--- config.mk ---
export PLATFORM = sky130hd
export DESIGN_NAME = lfsr_phase_tpg
export DESIGN_NICKNAME = d
export VERILOG_FILES = /design/src/rtl/lfsr_ps_pkg.sv /design/src/rtl/pattern_lfsr.sv /design/src/rtl/xor_phase_shifter.sv /design/src/rtl/lfsr_phase_tpg.sv
export SDC_FILE = /design/constraint.sdc
export NUM_CORES = 1
export LEC_CHECK = 0
export ABC_AREA = 1
export BUFFER_PORTS_ARGS = -buffer_cell sky130_fd_sc_hd__buf_2
export CAP_MARGIN = 20
export CORE_AREA = 2 2 39 41
export CTS_CLUSTER_DIAMETER = 80
export DETAILED_ROUTE_END_ITERATION = 10
export DIE_AREA = 0 0 41 43
export SLEW_MARGIN = 20
export SYNTH_ARGS = -nofsm -noshare
export SYNTH_HDL_FRONTEND = slang
export SYNTH_SLANG_ARGS = --single-unit
--- constraint.sdc ---
create_clock -name clk -period 1.2 [get_ports clk]
set_input_delay 0.24 -clock clk [delete_from_list [all_inputs] [get_ports clk]]
set_output_delay 0.24 -clock clk [all_outputs]
set_load 0.005 [all_outputs]
--- src/rtl/lfsr_ps_pkg.sv ---
package lfsr_ps_pkg;
    localparam int LFSR_W     = 4;
    localparam int NUM_CH     = 5;
    localparam int SEQ_PERIOD = (1 << LFSR_W) - 1;

    typedef logic [LFSR_W-1:0] lfsr_state_t;
    typedef logic [NUM_CH-1:0] chan_vec_t;

    typedef enum logic [1:0] {
        ACT_HOLD = 2'd0,
        ACT_STEP = 2'd1,
        ACT_LOAD = 2'd2
    } lfsr_act_t;
endpackage

--- src/rtl/pattern_lfsr.sv ---
module pattern_lfsr
    import lfsr_ps_pkg::*;
#(
    parameter lfsr_state_t DEFAULT_SEED = lfsr_state_t'(1)
) (
    input  logic        clk,
    input  logic        rst_n,
    input  logic        en,
    input  logic        load,
    input  lfsr_state_t seed,
    output lfsr_state_t state
);
    lfsr_act_t   act;
    lfsr_state_t state_q;
    lfsr_state_t state_d;
    lfsr_state_t safe_seed;
    logic        feedback;

    // Action selector: load wins over step
    always_comb begin
        if (load) begin
            act = ACT_LOAD;
        end else if (en) begin
            act = ACT_STEP;
        end else begin
            act = ACT_HOLD;
        end
    end

    assign safe_seed = (seed == '0) ? DEFAULT_SEED : seed;
    // x^4 + x + 1: new top stage from the two lowest stages
    assign feedback  = state_q[0] ^ state_q[1];

    always_comb begin
        state_d = state_q;
        unique case (act)
            ACT_LOAD: state_d = safe_seed;
            ACT_STEP: state_d = {feedback, state_q[LFSR_W-1:1]};
            ACT_HOLD: state_d = state_q;
            default:  state_d = DEFAULT_SEED;
        endcase
    end

    always_ff @(posedge clk or negedge rst_n) begin
        if (!rst_n) begin
            state_q <= DEFAULT_SEED;
        end else begin
            state_q <= state_d;
        end
    end

    assign state = state_q;
endmodule

--- src/rtl/xor_phase_shifter.sv ---
module xor_phase_shifter
    import lfsr_ps_pkg::*;
(
    input  lfsr_state_t state,
    output chan_vec_t   chan
);
    logic x1, x2, x3, x4;
    logic lead4, lead6;

    assign x1 = state[0];
    assign x2 = state[1];
    assign x3 = state[2];
    assign x4 = state[3];

    // Four two-input XORs; lead4 and lead6 are reused
    assign lead6 = x3 ^ x4;
    assign lead4 = x1 ^ x2;

    assign chan[0] = x1;
    assign chan[1] = lead6;
    assign chan[2] = lead4;
    assign chan[3] = lead6 ^ lead4;
    assign chan[4] = lead4 ^ x4;
endmodule

--- src/rtl/lfsr_phase_tpg.sv ---
module lfsr_phase_tpg
    import lfsr_ps_pkg::*;
#(
    parameter logic [3:0] DEFAULT_SEED = 4'b0001
) (
    input  logic       clk,
    input  logic       rst_n,
    input  logic       en,
    input  logic       load,
    input  logic [3:0] seed,
    output logic [4:0] chan,
    output logic [3:0] state
);
    lfsr_state_t lfsr_q;
    chan_vec_t   chan_w;

    pattern_lfsr #(
        .DEFAULT_SEED (lfsr_state_t'(DEFAULT_SEED))
    ) u_lfsr (
        .clk   (clk),
        .rst_n (rst_n),
        .en    (en),
        .load  (load),
        .seed  (lfsr_state_t'(seed)),
        .state (lfsr_q)
    );

    xor_phase_shifter u_shift (
        .state (lfsr_q),
        .chan  (chan_w)
    );

    assign chan  = chan_w;
    assign state = lfsr_q;
endmodule

==> flow_metrics.env <==
export IMPL_die_w_um=41
export IMPL_drt_pass1_iter_count=3
export IMPL_grt_pass1_wl_mm=1.207
export IMPL_setup_tns_ns=-0.9599
export IMPL_row_count=14
export IMPL_crit_path_max_incr_delay_ns=0.54
export IMPL_cts_tree="done"
export IMPL_fmax_ghz=0.7024
export IMPL_synth_xor_area_share_pct=0
export IMPL_synth_top_cell_area_share_pct=26.72
export IMPL_crit_family="flip-flops"
export IMPL_clock_sinks=4
export IMPL_yosysMostFrequentCell="nand2_1"
export IMPL_grt_overflow_total=0
export IMPL_ys_warn_count=0
export IMPL_hold_slack_ns=0.2367
export IMPL_synth_top_family_by_area="simple AND/OR/NAND/NOR gates"
export IMPL_synth_simple_area_share_pct=44.13
export IMPL_port_buffers=16
export IMPL_synth_adder_area_share_pct=0
export IMPL_p_clk_share_pct=30.9
export IMPL_internal_power_w=0.0004131
export IMPL_wl_per_cell_um=8.074
export IMPL_final_core_util_pct=37.79
export IMPL_maxCapViolCount=0
export IMPL_synth_commonest_cells="22 x nand2_1, 8 x inv_1, 4 x nand2_2"
export IMPL_syn_avg_cell_area_um2=6.060
export IMPL_worstPathCellList="inv_2 -> nand2_2 -> nand2_4 -> inv_2 -> nand2_2 -> nand2_1 -> buf_2"
export IMPL_critPathRequiredTime_ns=0.96
export IMPL_htree_levels=1
export IMPL_drt_total_wl_um=767
export IMPL_synthToLayoutAreaGrowth_pct=69.23
export IMPL_clock_path_buffers=2
export IMPL_seq_power_share_pct=28.6
export IMPL_arrival_ns=1.18
export IMPL_switching_share_pct=30.77
export IMPL_period_share_pct=118.6
export IMPL_synth_top_area_cell="nand2_1"
export IMPL_drv_slew=0
export IMPL_grtUsageTotal_pct=11.00
export IMPL_critical_path_peak_fanout=5
export IMPL_globalplace_congestion=0.7189
export IMPL_die_area_um2=1763
export IMPL_initial_core_util_pct=22.33
export IMPL_antenna_left=0
export IMPL_routed_via_density=3.779
export IMPL_largest_reg_flops=4
export IMPL_ys_async_sr_fraction_pct=100.0
export IMPL_power_density_nw_per_um2=1141
export IMPL_setup_slack_ns=-0.2238
export IMPL_violations="negative setup slack"
export IMPL_clk_latency_ns=0.24
export IMPL_cts_root_buffer="clkbuf_4"
export IMPL_ios=17
export IMPL_p_total_w=0.0005966
export IMPL_worst_setup_path_end_kind="output pin"
export IMPL_fin_skew_ns=0.009670
export IMPL_syn_num_nets=59
export IMPL_relSlewSlack_pct=87.98
export IMPL_synth_mux_area_fraction_pct=0
export IMPL_cp_num_buf_inv=3
export IMPL_drc=0
export IMPL_synth_cell_types=11
export IMPL_core_um2=1384
export IMPL_startpoint_type="register"
export IMPL_rsz0062_at_grt="true"
export IMPL_grt_max_degree=7
export IMPL_outcome="complete, but fails checks"
export IMPL_hold_viol_final=0
export IMPL_tightest_slew_ns=0.1803
export IMPL_dp_worst_setup_slack_ns=-0.002849
export IMPL_fin_crit_ns=1.424
export IMPL_syn_inst=51
export IMPL_vias=359
export IMPL_synthesis_area_um2=309.0
export IMPL_numCtsBuffers=3
export IMPL_peakVddDrop_v=0.0003922
export IMPL_clk_pin_slew_ns=0.04
export IMPL_seq_area_frac_synth_pct=32.79
export IMPL_synth_compound_area_share_pct=2.429
export IMPL_drive_gt1_share_pct=53.16
export IMPL_dp_hpwl_um=517.8
export IMPL_switching_power_w=0.0001836
export IMPL_ys_seq_elements=4
export IMPL_die_h_um=43
export IMPL_ys_top_cells_by_area="nand2_1 27%, dfrtp_1 24%, inv_1 9.7%, dfstp_2 8.5%, nand2_2 8.1%"
export IMPL_synth_ff_type="dfrtp_1"
export IMPL_p_comb_share_pct=40.5
export IMPL_crit_type="register to output pin"
export IMPL_p_leak_nw=0.3146
export IMPL_diodes=0
export IMPL_nets=88
export IMPL_synth_edf_count=0
export IMPL_antenna_found_initial=0
export IMPL_slowest_stage="dfstp_2"
export IMPL_setup_violations_final=6
export IMPL_grt_pass1_vias=305
export IMPL_drt_initial_drc_count=7
export IMPL_hold_class="input port to register"
-- worst reg2reg max path: cells and delay by family, from the launching register on --
family                 cells  cell delay, ns
flip-flops                 1            0.54
buffers and inverters      3            0.29
AND/OR/NAND/NOR            4            0.24
-- layout make-up --
class	instances	area (um^2)
Fill cell	145	860.8
Timing Repair Buffer	27	178.9
Multi-Input combinational cell	33	153.9
Sequential cell	4	102.6
Inverter	11	41.29
Clock buffer	4	26.28
Tap cell	16	20.02
-- placed cells by master, fill, tap and decap left out --
cell           count
nor2_2             1
nand2_2            5
nand2_1           20
inv_2              4
buf_6              3
buf_4              8
dfrtp_1            2
nand3_1            3
clkbuf_4           3
clkbuf_1           1
dfstp_2            1
nor2_1             2
nand2_4            1
dfrtp_2            1
buf_2             15
o211ai_1           1
inv_1              7
dlygate4sd3_1      1
-- path summary, 6_finish.rpt --
path,from,end,slack (ns),cells after the start
hold / removal,seed[2],u_lfsr.state[2],0.24,3
hold reg to reg,u_lfsr.state[1],u_lfsr.state[1],0.63,2
min in group asynchronous,rst_n,u_lfsr.state[2],0.34,2
max in group asynchronous,rst_n,u_lfsr.state[0],0.65,2
setup reg to reg,u_lfsr.state[0],u_lfsr.state[3],0.02,7
setup / recovery,u_lfsr.state[0],chan[3],-0.22,7
-- power by group through the flow --
stage | logic, W | registers [W] | clock network (W)
final | 0.000242 | 0.000171 | 0.000184
after floorplan | 0.000102 | 0.000174 | 0
after global placement | 0.000163 | 0.000173 | 0
after global routing | 0.000271 | 0.000174 | 0.000197
after detailed placement | 0.000165 | 0.000174 | 0
after CTS | 0.000209 | 0.000169 | 0.000192
-- kinds of logic (layout without fill, tap and decap cells) --
group	count (synthesis)	in the layout
flip-flops	4	4
AND/OR/NAND/NOR	32	32
buffers and inverters	14	42
AO/OA/AOI/OAI	1	1
-- metrics by stage --
step / cells / area [um^2]
after global routing: 95 / 523.0
after CTS: 93 / 488.0
after global placement: 82 / 401.6
after detailed placement: 82 / 401.6
final: 95 / 523.0
after floorplan: 51 / 309.0
-- layer usage --
| layer | global-route usage (%) | share of wire [%] | up-vias |
|---|---|---|---|
| li1 | - | - | 200 |
| met1 | 13.73 | 44 | 145 |
| met2 | 13.44 | 49 | 14 |
| met3 | 3.141 | 7.0 | 0 |
| met4 | 12.00 | 0 | 0 |
| met5 | 0 | 0 | - |
-- what timing repair did --
action | 4_1_cts | 5_1_grt
setup buffers | 6 | 2
pin swaps | 2 | 2
endpoints found under the hold margin | 4 | 0
hold buffers | 1 | 0
endpoints found under the setup margin | 6 | 7
gates resized for setup | 2 | 6
(Power assumes the default switching activity.)
